`config.mk`:
```
export PLATFORM = sky130hd
export DESIGN_NAME = tilepal_pixgen
export DESIGN_NICKNAME = d
export VERILOG_FILES = /design/src/rtl/tp_pkg.sv /design/src/rtl/tp_fetch_sched.sv /design/src/rtl/tp_bitmap_shift.sv /design/src/rtl/tp_color_store.sv /design/src/rtl/tilepal_pixgen.sv
export SDC_FILE = /design/constraint.sdc
export NUM_CORES = 2
export LEC_CHECK = 0
export BUFFER_PORTS_ARGS = -buffer_cell sky130_fd_sc_hd__buf_2
export CORE_MARGIN = 2
export CORE_UTILIZATION = 40
export DETAILED_ROUTE_END_ITERATION = 6
export PLACE_DENSITY = 0.66
export SLEW_MARGIN = 15
export SYNTH_ARGS = -nofsm -noshare
export SYNTH_HDL_FRONTEND = slang
export SYNTH_SLANG_ARGS = --single-unit
export TNS_END_PERCENT = 50
```
`constraint.sdc`:
```
create_clock -name clk -period 4.8 [get_ports clk]
set_clock_uncertainty 0.15 [all_clocks]
set_input_delay 0 -clock clk [delete_from_list [all_inputs] [get_ports clk]]
set_output_delay 0 -clock clk [all_outputs]
set_load 0.02 [all_outputs]
```
`src/rtl/tp_pkg.sv`:
```
package tp_pkg;
  localparam int TILE_LOG   = 4;
  localparam int TILE_PX    = 1 << TILE_LOG;
  localparam int IDX_BITS   = 2;
  localparam int SPAN_BYTES = TILE_PX * IDX_BITS / 8;
  localparam int TILE_COLS  = 1 << IDX_BITS;
  typedef logic [7:0] pix_t;
  typedef logic [IDX_BITS-1:0] cidx_t;
endpackage

```
`src/rtl/tp_fetch_sched.sv`:
```
module tp_fetch_sched
  import tp_pkg::*;
#(
  parameter int TILES_X  = 40,
  parameter int TILES_Y  = 30,
  parameter int H_TOTAL  = 800,
  parameter int V_TOTAL  = 525,
  parameter int HCW      = 10,
  parameter int VCW      = 10,
  parameter int ADDR_W   = 17,
  parameter int PAL_BASE = 76800,
  parameter int PIW      = 8
) (
  input  logic              pix_en,
  input  logic [HCW-1:0]    hcnt,
  input  logic [VCW-1:0]    vcnt,
  output logic              mem_rd,
  output logic [ADDR_W-1:0] mem_addr,
  output logic              bm_we,
  output logic [1:0]        bm_slot,
  output logic              pal_we,
  output logic [PIW-1:0]    pal_widx
);
  localparam int H_ACTIVE   = TILES_X * TILE_PX;
  localparam int V_ACTIVE   = TILES_Y * TILE_PX;
  localparam int LINE_BYTES = TILES_X * SPAN_BYTES;
  localparam int TW         = HCW - TILE_LOG;

  logic [VCW-1:0]    next_line, f_line;
  logic [TW-1:0]     tile, f_tile;
  logic [HCW-1:0]    rj;
  logic [ADDR_W-1:0] bm_addr, pal_addr;
  logic in_act_h, last_span, fetch_slot, refill_line, refill_slot;

  always_comb begin
    next_line   = (vcnt == VCW'(V_TOTAL - 1)) ? '0 : vcnt + 1'b1;
    in_act_h    = hcnt < HCW'(H_ACTIVE);
    tile        = hcnt[HCW-1:TILE_LOG];
    last_span   = tile == TW'(TILES_X - 1);
    fetch_slot  = in_act_h && (hcnt[TILE_LOG-1:2] == '0);
    f_line      = last_span ? next_line : vcnt;
    f_tile      = last_span ? '0 : tile + 1'b1;
    bm_addr     = ADDR_W'(f_line) * ADDR_W'(LINE_BYTES)
                + ADDR_W'(f_tile) * ADDR_W'(SPAN_BYTES)
                + ADDR_W'(hcnt[1:0]);
    rj          = hcnt - HCW'(H_ACTIVE);
    refill_line = (next_line[TILE_LOG-1:0] == '0) && (next_line < VCW'(V_ACTIVE));
    refill_slot = !in_act_h && refill_line && (rj < HCW'(LINE_BYTES));
    pal_addr    = ADDR_W'(PAL_BASE)
                + ADDR_W'(next_line[VCW-1:TILE_LOG]) * ADDR_W'(LINE_BYTES)
                + ADDR_W'(rj);
  end

  assign mem_rd   = pix_en && (fetch_slot || refill_slot);
  assign mem_addr = fetch_slot ? bm_addr : pal_addr;
  assign bm_we    = pix_en && fetch_slot;
  assign bm_slot  = hcnt[1:0];
  assign pal_we   = pix_en && refill_slot;
  assign pal_widx = rj[PIW-1:0];
endmodule

```
`src/rtl/tp_bitmap_shift.sv`:
```
module tp_bitmap_shift
  import tp_pkg::*;
(
  input  logic       clk,
  input  logic       rst_n,
  input  logic       pix_en,
  input  logic       bm_we,
  input  logic [1:0] bm_slot,
  input  pix_t       bm_byte,
  input  logic       span_start,
  output cidx_t      cidx
);
  localparam int SH_W = SPAN_BYTES * 8;

  pix_t            lane_q [SPAN_BYTES];
  logic [SH_W-1:0] sh_q, sh_d;

  for (genvar k = 0; k < SPAN_BYTES; k++) begin : g_lane
    always_ff @(posedge clk or negedge rst_n) begin
      if (!rst_n)                               lane_q[k] <= '0;
      else if (bm_we && bm_slot == 2'(k))       lane_q[k] <= bm_byte;
    end
  end

  always_comb begin
    if (span_start) begin
      cidx = lane_q[0][7:6];
      sh_d = {lane_q[0][5:0], lane_q[1], lane_q[2], lane_q[3], 2'b00};
    end else begin
      cidx = sh_q[SH_W-1 -: 2];
      sh_d = {sh_q[SH_W-3:0], 2'b00};
    end
  end

  always_ff @(posedge clk or negedge rst_n) begin
    if (!rst_n)      sh_q <= '0;
    else if (pix_en) sh_q <= sh_d;
  end
endmodule

```
`src/rtl/tp_color_store.sv`:
```
module tp_color_store
  import tp_pkg::*;
#(
  parameter int TILES_X = 40,
  parameter int PIW     = 8
) (
  input  logic           clk,
  input  logic           we,
  input  logic [PIW-1:0] widx,
  input  pix_t           wdata,
  input  logic [PIW-1:0] ridx,
  output pix_t           rdata
);
  localparam int ENTRIES = TILES_X * TILE_COLS;

  pix_t ent [ENTRIES];

  for (genvar e = 0; e < ENTRIES; e++) begin : g_ent
    always_ff @(posedge clk) begin
      if (we && widx == PIW'(e)) ent[e] <= wdata;
    end
  end

  assign rdata = ent[ridx];
endmodule

```
`src/rtl/tilepal_pixgen.sv`:
```
module tilepal_pixgen
  import tp_pkg::*;
#(
  parameter int TILES_X  = 40,
  parameter int TILES_Y  = 30,
  parameter int H_TOTAL  = 800,
  parameter int V_TOTAL  = 525,
  parameter int HCW      = 10,
  parameter int VCW      = 10,
  parameter int ADDR_W   = 17,
  parameter int PAL_BASE = 76800
) (
  input  logic              clk,
  input  logic              rst_n,
  input  logic              pix_en,
  input  logic [HCW-1:0]    hcnt,
  input  logic [VCW-1:0]    vcnt,
  input  logic              blank,
  output logic              mem_rd,
  output logic [ADDR_W-1:0] mem_addr,
  input  logic [7:0]        mem_rdata,
  output logic [7:0]        rgb_o
);
  localparam int PIW = $clog2(TILES_X * TILE_COLS);
  localparam int TW  = HCW - TILE_LOG;

  logic           bm_we, pal_we, span_start;
  logic [1:0]     bm_slot;
  logic [PIW-1:0] pal_widx, rd_idx;
  logic [TW-1:0]  rd_tile;
  cidx_t          cidx;
  pix_t           pal_rd, rgb_d, rgb_q;

  tp_fetch_sched #(
    .TILES_X(TILES_X), .TILES_Y(TILES_Y), .H_TOTAL(H_TOTAL), .V_TOTAL(V_TOTAL),
    .HCW(HCW), .VCW(VCW), .ADDR_W(ADDR_W), .PAL_BASE(PAL_BASE), .PIW(PIW)
  ) u_sched (
    .pix_en(pix_en), .hcnt(hcnt), .vcnt(vcnt), .mem_rd(mem_rd), .mem_addr(mem_addr),
    .bm_we(bm_we), .bm_slot(bm_slot), .pal_we(pal_we), .pal_widx(pal_widx)
  );

  assign span_start = hcnt[TILE_LOG-1:0] == '0;

  tp_bitmap_shift u_shift (
    .clk(clk), .rst_n(rst_n), .pix_en(pix_en), .bm_we(bm_we), .bm_slot(bm_slot),
    .bm_byte(mem_rdata), .span_start(span_start), .cidx(cidx)
  );

  always_comb begin
    rd_tile = hcnt[HCW-1:TILE_LOG];
    rd_idx  = (rd_tile < TW'(TILES_X)) ? PIW'({rd_tile, cidx}) : '0;
  end

  tp_color_store #(.TILES_X(TILES_X), .PIW(PIW)) u_store (
    .clk(clk), .we(pal_we), .widx(pal_widx), .wdata(mem_rdata),
    .ridx(rd_idx), .rdata(pal_rd)
  );

  always_comb rgb_d = blank ? '0 : pal_rd;

  always_ff @(posedge clk or negedge rst_n) begin
    if (!rst_n)      rgb_q <= '0;
    else if (pix_en) rgb_q <= rgb_d;
  end

  assign rgb_o = rgb_q;
endmodule

```
**Word-level counts from Yosys, hierarchy flattened**

Memory sizes are Yosys's and may differ from the RTL's.
Index checks and enable logic that the tools add are counted.

- Register bits: 72
- Memory bits (writable): 1280
- Output and inout port bits: 26
- Memories: 1

Memory list:

| name | words | bits a word | rd ports | clocked after memory_dff | wr ports | line | source |
|---|---|---|---|---|---|---|---|
| u_store.ent | 160 | 8 | 1 | 0 | 1 | tp_color_store.sv:16 | `pix_t ent [ENTRIES];` |

- $add $sub $neg: 7
- Multipliers: 2
- $lt $le $gt $ge: 4
- Eq/ne operators: 164
- Muxes and demuxes: 805
- Reduce and logical (&&, ||, !) cells: 337

Operators by type and width:

| kind | number |
|---|---|
| two-way mux 8 bit | 320 |
| OR reduction 8 bit | 159 |
| equality test 8 x 7 -> 1 bit (second input constant) | 64 |
| two-way mux 1 bit | 479 |
| equality test 8 x 6 -> 1 bit (second input constant) | 32 |
| equality test 8 bit (second input constant) | 32 |
| logical AND 1 bit | 171 |
| equality test 8 x 5 -> 1 bit (second input constant) | 16 |
| equality test 8 x 4 -> 1 bit (second input constant) | 8 |
| equality test 8 x 3 -> 1 bit (second input constant) | 4 |
| two-way mux 32 bit | 1 |
| two-way mux 10 bit | 2 |
| adder 17 x 10 -> 17 bit | 1 |
| adder 17 x 14 -> 17 bit (first input constant) | 1 |
| adder 17 x 2 -> 17 bit | 1 |
| adder 17 x 8 -> 17 bit | 1 |
| two-way mux 17 bit | 1 |
| equality test 8 x 2 -> 1 bit (second input constant) | 2 |
| multiplier 10 x 3 -> 12 bit (second input constant) | 1 |
| adder 10 x 1 -> 10 bit (second input constant) | 1 |
| equality test 10 bit (second input constant) | 1 |
| less-than comparator 10 bit (second input constant) | 1 |
| less-than comparator 10 x 8 -> 1 bit (second input constant) | 1 |
| less-than comparator 10 x 9 -> 1 bit (second input constant) | 1 |
| 15 further kinds | 18 |

**Depth between registers and ports, before layout**

- Depth in word-level cells: 170
- Depth in mapped cells: 20
- Gate-level depth less buffers: 19

**Modules after synthesis**

From an unflattened synthesis, not the netlist that was laid out.

- Cells, all modules: 2903
- Area total of the unflattened synthesis: 55094.1 µm²

Modules (own cells, without submodules):

| module | times used | cells an instance | area each (µm²) |
|---|---|---|---|
| tp_color_store | 1 | 2405 | 50185.6 |
| tp_bitmap_shift | 1 | 201 | 2585.0 |
| tp_fetch_sched | 1 | 254 | 1919.3 |
| tilepal_pixgen | 1 | 43 | 404.1 |

**Least setup slack after synthesis**

OpenSTA, ideal clock, no wires.

- Path kind: in2out
- From: in hcnt[7]
- To: out mem_addr[14]
- Arrival time: 3.996 ns
- Data required time: 4.650 ns
- Slack: 0.654 ns
- Stages on the path: 20
- Path buffers: 3
- Cells stage by stage: clkbuf_1 > or2_2 > clkbuf_1 > nor2_1 > and3_1 > clkbuf_1 > nand2b_1 > o31ai_1 > ha_1 > ha_1 > fa_1 > a21oi_1 > nor2_1 > nor2_1 > xnor2_1 > nand2_1 > nor2_1 > nand2_1 > xor2_1 > o21ai_0

- Cells in the longest elaborated chain, start to end: 6
- Elaborated cells on any way between the ends: 12

RTL lines:

| item | line | source |
|---|---|---|
| start: declaration | tilepal_pixgen.sv:16 | `input logic [HCW-1:0] hcnt,` |
| equality test 6 bit | tp_fetch_sched.sv:39 | `last_span = tile == TW'(TILES_X - 1);` |
| two-way mux 10 bit | tp_fetch_sched.sv:41 | `f_line = last_span ? next_line : vcnt;` |
| multiplier 10 x 3 -> 12 bit | tp_fetch_sched.sv:43 | `bm_addr = ADDR_W'(f_line) * ADDR_W'(LINE_BYTES)` |
| adder 17 x 8 -> 17 bit | tp_fetch_sched.sv:44 | `+ ADDR_W'(f_tile) * ADDR_W'(SPAN_BYTES)` |
| adder 17 x 2 -> 17 bit | tp_fetch_sched.sv:45 | `+ ADDR_W'(hcnt[1:0]);` |
| two-way mux 17 bit * | tp_fetch_sched.sv:55 | `assign mem_addr = fetch_slot ? bm_addr : pal_addr;` |
| end: declaration | tilepal_pixgen.sv:20 | `output logic [ADDR_W-1:0] mem_addr,` |

Mark *: on every way between the ends. The rest lies on a longest branch, timed or not.

**Worst setup path in the final report**

- From: reg u_shift.lane_q[30] (netlist name)
- To: reg rgb_q[1] (netlist: rgb_o[1])

- Cells in the longest elaborated chain, start to end: 4

RTL lines:

| item | line | source |
|---|---|---|
| start: declaration | tp_bitmap_shift.sv:15 | `pix_t lane_q [SPAN_BYTES];` |
| start signal: indexed assignment | tp_bitmap_shift.sv:21 | `else if (bm_we && bm_slot == 2'(k)) lane_q[k] <= bm_byte;` |
| two-way mux 2 bit | tp_bitmap_shift.sv:26 | `if (span_start) begin` |
| two-way mux 8 bit | tilepal_pixgen.sv:51 | `rd_idx = (rd_tile < TW'(TILES_X)) ? PIW'({rd_tile, cidx}) : '0;` |
| memory (160 x 8 bit) | -- |  |
| two-way mux 8 bit | tilepal_pixgen.sv:59 | `always_comb rgb_d = blank ? '0 : pal_rd;` |
| end signal: assignment | tilepal_pixgen.sv:63 | `else if (pix_en) rgb_q <= rgb_d;` |
| end: declaration | tilepal_pixgen.sv:32 | `pix_t pal_rd, rgb_d, rgb_q;` |

No other way between the ends.
A chain may end at the register's enable or synchronous reset.

==> flow_summary_export.csv <==
group,metric,value,unit
timing,finalCritPeriodShare,0.965,
yosys,synth.cell_area,55400,sq um
global_routing,grt_usage,0.217,
floorplan,dieArea,141000,sq um
yosys,synth_fp_nets,3777,
floorplan,ios,58,
clocking,hold_buffers,19,
yosys,synthFlopType,"edfxtp_1",
global_routing,grt_max_degree,108,
finish,layout.nets,3979,
clocking,cts-root-buf,"clkbuf_16",
global_routing,grt_pass1_wl,225,mm
finish,layout-drive-gt1-share,0.159,
worst_setup_path,reg2reg_to,"rgb_o[1]",
hold_path,min_from,"hcnt[7]",
run_status,status,"finished clean",
yosys,synth.distinct_cells,67,
worst_setup_path,critPathRequiredTime,5280,ps
timing,period_minus_slack,4630,ps
clocking,htree_levels,4,
drt,ant_nets,0,
hold_path,hp-class,"primary input to flip-flop",
timing,finalHoldViolations,0,
yosys,ys_async_sr_fraction,0.0519,
yosys,avgSynthCellArea,15.0,sq um
yosys,synth_area_leaders,"edfxtp_1 (69%), nand2_1 (3.9%), mux2i_1 (3.8%), mux4_2 (3.2%), dfrtp_1 (3.2%)",
drt,wirelength,155,mm
place,gp_congestion,0.905,
timing,setup_viol,0,
power,leakage,21.3,nW
hold_path,min_to,"u_store.ent[115][5]",
clocking,insertion_delay,740,ps
timing,rsz0062_at_grt,"no",
drt,dr.first_iter.drc_count,4309,
timing,slew_headroom,0.316,
clocking,cts.path.max_buffers,3,
yosys,yosysTopAreaCellShare,0.694,
clocking,post_cts_buffers,0,
worst_setup_path,reg2regPathDepth,11,
global_routing,grt_pass1_vias,32800,
worst_setup_path,cp-end-kind,"flip-flop",
floorplan,start_util,0.403,
power,cellPowerDensity,425,nW/um^2
drt,vias_per_cell,5.89,
floorplan,rows,136,
place,hpwl,98.3,mm
clocking,cts_tree,"built",
clocking,cts_made_buffers,140,
floorplan,core_area,137000,sq um
hold_path,hold_depth,5,
floorplan,die_w,376,microns
global_routing,antenna_found_initial,7,
timing,maxSlewViolCount,0,
clocking,cts_sinks,1350,
drt,drc,0,
yosys,synth_warnings,0,
finish,layout_common_cells,"edfxtp_1 (1280), nand2_1 (571), nor2_1 (225)",
yosys,ys_seq_elements,1350,
power,ir_drop,0.000304,V
finish,layout_commonest_cell,"edfxtp_1",
timing,worst_slew_pin_slew,1030,ps
clocking,cts.clk_slew.worst_paths,60,ps
global_routing,grt_overflow,0,
yosys,ys_seq_area_frac,0.726,
floorplan,die_y,376,microns
timing,max_freq,216,MHz
clocking,post_cts_resize_count,0,
finish,synthToLayoutAreaGrowth,14.9,%
place,dpl_cell_area,58900,sq um
worst_setup_path,criticalPathCategory,"flip-flop to flip-flop",
run,cap_violations,0,
yosys,synth_largest_area_cell,"edfxtp_1",
worst_setup_path,startpoint_type,"flip-flop",
worst_setup_path,r2r_setup_slack,170,ps
timing,timing.setup.tns,0,ps
yosys,syn_inst,3701,
drt,num_vias,34200,
finish,final_cell_area,63600,sq um
place,io_buffers,57,
worst_setup_path,worst_ep_arrival_time,5110,ps
worst_setup_path,r2r_start,"u_shift.lane_q[30]",
worst_setup_path,crit_fanout,30,
drt,dr.pass1.iters,6,
yosys,synth_edf_count,1280,
drt,wl_per_cell,26.6,microns
[final cells by class]
type                            count  area [sq um]
Clock inverter                     65           598
Multi-Input combinational cell   2100         14200
Fill cell                       11800         73900
Tap cell                         1794          2240
Sequential cell                  1350         40200
Timing Repair Buffer              286          2350
Clock buffer                      185          3930
Inverter                           25          93.8
Antenna cell                        4          10.0
[registers in the layout, indices dropped and copies added (netlist names)]
signal and cells:
u_shift.lane_q 32, rgb_o 8, u_shift.sh_q 30, u_store.ent 1280
[through the flow]
step           setup slack (ps)  instances  utilization  total power [mW]  hold slack [ps]
6_report                    168       5809        0.463              27.1             98.4
5_1_grt                     127       5805        0.463              27.8              131
4_1_cts                     375       5805        0.463              27.1             58.8
3_5_place_dp                571       5536        0.428              16.5             77.0
3_3_place_gp                549       5536        0.428              16.5             70.2
2_1_floorplan               654       3701            -              15.2             -446
[logic make-up after synthesis]
| logic type | share of synthesized area |
|---|---|
| buffers and inverters | 0.0198 |
| AND/OR/NAND/NOR | 0.0890 |
| multiplexers | 0.0794 |
| AO/OA/AOI/OAI | 0.0691 |
| flip-flops | 0.726 |
| adder cells (fa/ha/maj) | 0.0105 |
| XOR/XNOR | 0.00648 |
[how the worst max path moves through the flow]
| stage | startpoint | end | slack (ps) | depth (start not counted) |
|---|---|---|---|---|
| 4_1_cts | u_shift.lane_q[30] | rgb_o[1] | 380 | 11 |
| 2_1_floorplan | hcnt[7] | mem_addr[14] | 650 | 20 |
| 5_1_grt | u_shift.sh_q[30] | rgb_o[1] | 130 | 11 |
| 3_5_place_dp | hcnt[7] | u_store.ent[140][0] | 570 | 12 |
| 3_3_place_gp | hcnt[8] | mem_addr[14] | 550 | 21 |
| 6_report | u_shift.lane_q[30] | rgb_o[1] | 170 | 11 |
[power breakdown]
part           total [mW]  switching [mW]  internal (mW)
clock                10.7            4.43           6.29
sequential           13.1          0.0918           13.0
combinational        3.25            2.12           1.13
total                27.1            6.64           20.4
[metal layers]
| metal | GRT usage | share of wire |
|---|---|---|
| met2 | 0.338 | 0.46 |
| met1 | 0.295 | 0.40 |
| met4 | 0.0781 | 0.034 |
| met3 | 0.0543 | 0.10 |
| met5 | 0 | 0 |
[worst max-delay path, stage by stage (launching register included)]
cell and delay, ps:
dfrtp_1 710, mux2_4 610, nand2_4 220, buf_4 240, nor2_1 220, buf_4 230, a21boi_0 120, a22oi_1 540
nor4_1 180, a211oi_1 540, o22ai_1 140, dlygate4sd3_1 590
[cell usage after synthesis, types with 36 or more instances]
cell type	number
o21ai_0	59
a31oi_1	111
edfxtp_1	1280
a32oi_1	50
a211oi_1	52
and3_1	45
nand3_1	129
nor2_1	232
clkbuf_1	159
mux2i_1	210
ha_1	40
mux4_2	78
nand2_1	573
mux2_2	48
nor2b_1	36
o22ai_1	45
a21oi_1	68
dfrtp_1	70
a22oi_1	44
Power figures use the tool's default switching activity.
